$ cat src/rtl/tmr14_pkg.sv
package tmr14_pkg;

   typedef enum logic [1:0] {
      TM_SQ_ONCE    = 2'b00,
      TM_SQ_LOOP    = 2'b01,
      TM_PULSE_ONCE = 2'b10,
      TM_PULSE_LOOP = 2'b11
   } tm_mode_e;

   function automatic logic tm_repeats(input tm_mode_e m);
      return m[0];
   endfunction

   function automatic logic tm_is_pulse(input tm_mode_e m);
      return m[1];
   endfunction

endpackage

$ cat src/rtl/tmr14_cfg_regs.sv
module tmr14_cfg_regs
   import tmr14_pkg::*;
#(
   parameter int CNT_W = 14
) (
   input  logic             clk,
   input  logic             rst_n,
   input  logic             wr_en,
   input  logic [CNT_W-1:0] wr_count,
   input  logic [1:0]       wr_mode,
   output logic [CNT_W-1:0] held_count,
   output tm_mode_e         held_mode
);

   always_ff @(posedge clk) begin
      if (!rst_n) begin
         held_count <= '0;
         held_mode  <= TM_SQ_ONCE;
      end else if (wr_en) begin
         held_count <= wr_count;
         held_mode  <= tm_mode_e'(wr_mode);
      end
   end

endmodule

$ cat src/rtl/tmr14_down_counter.sv
module tmr14_down_counter
   import tmr14_pkg::*;
#(
   parameter int CNT_W = 14
) (
   input  logic             clk,
   input  logic             rst_n,
   input  logic             start,
   input  logic             stop,
   input  logic [CNT_W-1:0] held_count,
   input  tm_mode_e         held_mode,
   output logic [CNT_W-1:0] cnt,
   output logic [CNT_W-1:0] reload,
   output logic             running,
   output logic             pulse_shape
);

   localparam logic [CNT_W-1:0] MIN_CNT = CNT_W'(2);
   localparam logic [CNT_W-1:0] ONE     = CNT_W'(1);

   tm_mode_e mode_q;
   logic     legal_start;
   logic     at_terminal;

   assign legal_start = held_count >= MIN_CNT;
   assign at_terminal = cnt == ONE;
   assign pulse_shape = tm_is_pulse(mode_q);

   always_ff @(posedge clk) begin
      if (!rst_n) begin
         cnt     <= '0;
         reload  <= '0;
         running <= 1'b0;
         mode_q  <= TM_SQ_ONCE;
      end else if (stop) begin
         running <= 1'b0;
      end else if (start) begin
         if (legal_start) begin
            cnt     <= held_count;
            reload  <= held_count;
            mode_q  <= held_mode;
            running <= 1'b1;
         end else begin
            cnt     <= '0;
            running <= 1'b0;
         end
      end else if (running) begin
         if (at_terminal) begin
            if (tm_repeats(mode_q)) begin
               cnt <= reload;
            end else begin
               cnt     <= '0;
               running <= 1'b0;
            end
         end else begin
            cnt <= cnt - ONE;
         end
      end
   end


   step_down_chk: assert property (@(posedge clk) disable iff (!rst_n)
      (running && !start && !stop && cnt > ONE) |=> (cnt == $past(cnt) - ONE));


   illegal_refused_chk: assert property (@(posedge clk) disable iff (!rst_n)
      (start && !stop && held_count < MIN_CNT) |=> (!running && cnt == '0));


   reload_chk: assert property (@(posedge clk) disable iff (!rst_n)
      (running && !start && !stop && at_terminal && mode_q[0]) |=> (running && cnt == reload));


   stop_freeze_chk: assert property (@(posedge clk) disable iff (!rst_n)
      stop |=> (!running && cnt == $past(cnt)));


   in_range_chk: assert property (@(posedge clk) disable iff (!rst_n)
      running |-> (cnt != '0 && cnt <= reload));

endmodule

$ cat src/rtl/tmr14_wave_gen.sv
module tmr14_wave_gen #(
   parameter int CNT_W = 14
) (
   input  logic             clk,
   input  logic             rst_n,
   input  logic             stop,
   input  logic [CNT_W-1:0] cnt,
   input  logic [CNT_W-1:0] reload,
   input  logic             running,
   input  logic             pulse_shape,
   output logic             wave
);

   localparam logic [CNT_W-1:0] ONE = CNT_W'(1);

   logic [CNT_W-1:0] half_point;
   logic             sq_level;
   logic             pulse_level;

   assign half_point  = reload >> 1;
   assign sq_level    = cnt > half_point;
   assign pulse_level = cnt != ONE;
   assign wave        = !running || (pulse_shape ? pulse_level : sq_level);


   stop_high_chk: assert property (@(posedge clk) disable iff (!rst_n)
      stop |=> wave);


   pulse_one_clk_chk: assert property (@(posedge clk) disable iff (!rst_n)
      (running && pulse_shape && !wave) |=> wave);

endmodule

$ cat src/rtl/tmr14_top.sv
module tmr14_top
   import tmr14_pkg::*;
#(
   parameter int CNT_W   = 14,
   parameter bit OUT_REG = 1'b0
) (
   input  logic             clk,
   input  logic             rst_n,
   input  logic             cfg_wr,
   input  logic [CNT_W-1:0] cfg_count,
   input  logic [1:0]       cfg_mode,
   input  logic             cmd_start,
   input  logic             cmd_stop,
   output logic             tmr_out,
   output logic [CNT_W-1:0] cur_count
);

   initial begin
      width_ok_chk: assert (CNT_W >= 2 && CNT_W <= 32);
   end

   logic [CNT_W-1:0] held_count;
   tm_mode_e         held_mode;
   logic [CNT_W-1:0] cnt;
   logic [CNT_W-1:0] reload;
   logic             running;
   logic             pulse_shape;
   logic             wave;

   tmr14_cfg_regs #(.CNT_W(CNT_W)) u_cfg (
      .clk        (clk),
      .rst_n      (rst_n),
      .wr_en      (cfg_wr),
      .wr_count   (cfg_count),
      .wr_mode    (cfg_mode),
      .held_count (held_count),
      .held_mode  (held_mode)
   );

   tmr14_down_counter #(.CNT_W(CNT_W)) u_cnt (
      .clk         (clk),
      .rst_n       (rst_n),
      .start       (cmd_start),
      .stop        (cmd_stop),
      .held_count  (held_count),
      .held_mode   (held_mode),
      .cnt         (cnt),
      .reload      (reload),
      .running     (running),
      .pulse_shape (pulse_shape)
   );

   tmr14_wave_gen #(.CNT_W(CNT_W)) u_wave (
      .clk         (clk),
      .rst_n       (rst_n),
      .stop        (cmd_stop),
      .cnt         (cnt),
      .reload      (reload),
      .running     (running),
      .pulse_shape (pulse_shape),
      .wave        (wave)
   );

   generate
      if (OUT_REG) begin : g_out_reg
         logic out_q;
         always_ff @(posedge clk) begin
            if (!rst_n) out_q <= 1'b1;
            else        out_q <= wave;
         end
         assign tmr_out = out_q;
      end else begin : g_out_comb
         assign tmr_out = wave;
      end
   endgenerate

   assign cur_count = cnt;


   idle_high_chk: assert property (@(posedge clk) disable iff (!rst_n)
      (!running && !$past(running)) |-> tmr_out);

endmodule

$ cat config.mk
export PLATFORM = sky130hd
export DESIGN_NAME = tmr14_top
export DESIGN_NICKNAME = d
export VERILOG_FILES = /design/src/rtl/tmr14_pkg.sv /design/src/rtl/tmr14_cfg_regs.sv /design/src/rtl/tmr14_down_counter.sv /design/src/rtl/tmr14_wave_gen.sv /design/src/rtl/tmr14_top.sv
export SDC_FILE = /design/constraint.sdc
export NUM_CORES = 1
export LEC_CHECK = 0
export BUFFER_PORTS_ARGS = -buffer_cell sky130_fd_sc_hd__buf_2
export CAP_MARGIN = 40
export CORE_AREA = 2 2 75 77
export CTS_CLUSTER_SIZE = 25
export DETAILED_ROUTE_END_ITERATION = 8
export DIE_AREA = 0 0 77 79
export HOLD_SLACK_MARGIN = 0.03
export PLACE_DENSITY = 0.75
export SYNTH_ARGS = -nofsm -noshare
export SYNTH_HDL_FRONTEND = slang
export SYNTH_SLANG_ARGS = --single-unit
export TNS_END_PERCENT = 10
$ cat constraint.sdc
create_clock -name clk -period 2.7 [get_ports clk]
set_clock_uncertainty 0.05 [all_clocks]
set_input_delay 0.81 -clock clk [delete_from_list [all_inputs] [get_ports clk]]
set_output_delay 0.81 -clock clk [all_outputs]
set_load 0.1 [all_outputs]
==> metrics <==
Num CTS Buffers=5; n_diodes=0; CORE AREA=around 5300 sq um; RSZ-0062 raised after global routing=yes; register area share after synthesis=between 30% and 40%; DR vias=about 2700; Starting Density=50.2%; clock sinks=47; Mapped Nets=371; post-layout min period=2910 ps; Cell Area, Synth=2680 sq um; CTS tree=yes; Crit Path Category=flop to output pin; Post-Layout Cell Count=452; EDFF count, synth=0; WL final=7590 um; crit path DAT=2050 ps; total negative setup slack=-205 ps; worst vdd ir=between 300 and 400 uV; Pins Over Slew Limit=0; FFs w/ async S/R, synth=0%; measured slew at the worst slew-check pin=761 ps; total track usage=26.2%; Clk pin slew, worst setup/hold paths=90 ps; final setup violation count=1; post-synth top area cell=dfxtp_1; Fmax=0.344 GHz; htree depth=2; mean post-synth cell area=8.00 sq um; worst hold path class=flop to flop; Final WS setup=-205 ps; Area Growth Syn to Fin=25.7%; top cell type's share of synthesized area=between 30% and 40%; placed cell areas=3200 sq um; period utilization=108%; first-pass GRT wire length=approximately 12000 um; Post CTS Setup Buffer Count=0; CP startpoint kind=flop; die height=79 um; die area=6080 sq um; Power Total=1.88 mW; final count of hold timing violations=0; Nets=415; final core occ=a little over three fifths; Gate Count Post-Synth=335; P per Cell Area=560 nW/um^2; pin count of the biggest net entering global routing=26; antenna violations before repair=0; Detailed Route Iter0 Violations=a little under 400; Final Cell Area=3370 sq um; share of cells above drive strength 1=29.5%; Main synth FF type=dfxtp_1; # IOs=36; Detail Route Antenna Nets=0; DRT Pass-1 Iters=5; vias in the first global route=2457; max cap viols=0; outcome=finished, violations left; worst path required time=1840 ps; leading cell types in the layout, fill and taps excluded=nand2_1 (38), buf_2 (34), nor2_1 (33); leakage=1.36 nW; CTS Root Cell=clkbuf_8; Max transition margin=49.1%; Cell variety after synth=53; row count=27; flops & latches, synth=47; Vias/cell=5.90; GRT overflow=0; Worst setup EP type=output pin; DPL Wire Length=5580 um; DR WL/cell=16.8 um; hold_buf cts=0; DRC viols=0; buffers added on ports=35; worst-path fanout max=3; count of warnings emitted by yosys=0; Max clock buf depth=2; commonest non-fill, non-tap cell in the layout=nand2_1; leading post-synthesis cells by cell area=dfxtp_1 (35%), mux2i_1 (7.1%), ha_1 (7.0%); Clock Latency Late Sink=300 ps; RePlAce Congestion=~0.95; Die X=77 um; placed cells=444; failing checks=setup timing
-- flip-flops by register name, summed over array words and instances (netlist names) --
name              flops
u_cnt.mode_q          2
u_cnt.cnt            14
u_cfg.held_count     14
u_cnt.running         1
u_cfg.held_mode       2
u_cnt.reload         14
-- cells in the mapped netlist, drive strengths merged (3+ instances only) --
| cell | number |
|---|---|
| dfxtp | 47 |
| nand2 | 41 |
| nor2 | 33 |
| a21oi | 23 |
| mux2i | 19 |
| clkbuf | 18 |
| inv | 17 |
| nand3 | 17 |
| ha | 15 |
| o21ai | 11 |
| nor3 | 9 |
| nor2b | 8 |
| nand4 | 6 |
| nor4 | 4 |
| o211ai | 4 |
| o31ai | 4 |
| a221o | 3 |
| a311oi | 3 |
| a31oi | 3 |
| buf | 3 |
| nand2b | 3 |
| nand3b | 3 |
| or4 | 3 |
-- report_power, final --
group	internal (mW)	switching, mW
combinational	0.227	0.396
clock	0.240	0.245
sequential	0.729	0.0473
-- routing by layer --
metal	wire (um)	vias up	track usage (%)
met5	0	-	0
met4	210	0	10.4
met3	551	18	3.86
met2	3380	127	40.4
met1	3450	1223	36.9
li1	-	1297	-
-- worst max-delay path: stages, from the launching register on --
cell      delay (ps)
dfxtp_4          360
ha_4             240
a211oi_2         180
nand2_1           80
or3_4            400
a31oi_4          170
o311ai_4         110
buf_12           190
-- layout make-up --
class                   instances  area (sq um)
clock buffers                   7          97.6
multi-input cells             250          1750
fillers                       506          1970
repair buffers                 58           363
flip-flops and latches         47           998
clock inverters                 1          6.26
inverters                      17          63.8
well taps                      72          90.1
-- metrics by stage --
step	hold slack, ps	setup WS (ps)
6_report	419	-205
5_1_grt	452	-290
4_1_cts	422	-197
3_5_place_dp	410	27.6
3_3_place_gp	394	53.2
2_1_floorplan	386	-272
-- path summary, 6_finish.rpt --
check / from / to / slack [ps] / depth (start not counted)
max: u_cnt.cnt[12] / tmr_out / -210 / 7
min: u_cnt.reload[0] / u_cnt.reload[0] / 420 / 2
max reg2reg: u_cnt.cnt[5] / u_cnt.cnt[13] / 160 / 5
min reg2reg: u_cnt.reload[0] / u_cnt.reload[0] / 420 / 2
-- timing repair --
item                       in CTS  in global routing
hold endpoints to repair        0                  0
pin swaps                       8                  3
setup endpoints to repair       1                  1
resized for setup              17                  3
-- logic make-up after synthesis --
| logic type | share of synthesized area (%) |
|---|---|
| adders and majority gates | 7.01 |
| DFF | 35.1 |
| muxes | 7.10 |
| and+or+nand+nor | 24.9 |
| buffers and inverters | 5.42 |
| xor gates and xnor gates | 1.31 |
| AOI/OAI and AO/OA | 19.1 |
No activity file was read; power rests on OpenSTA's default activity.
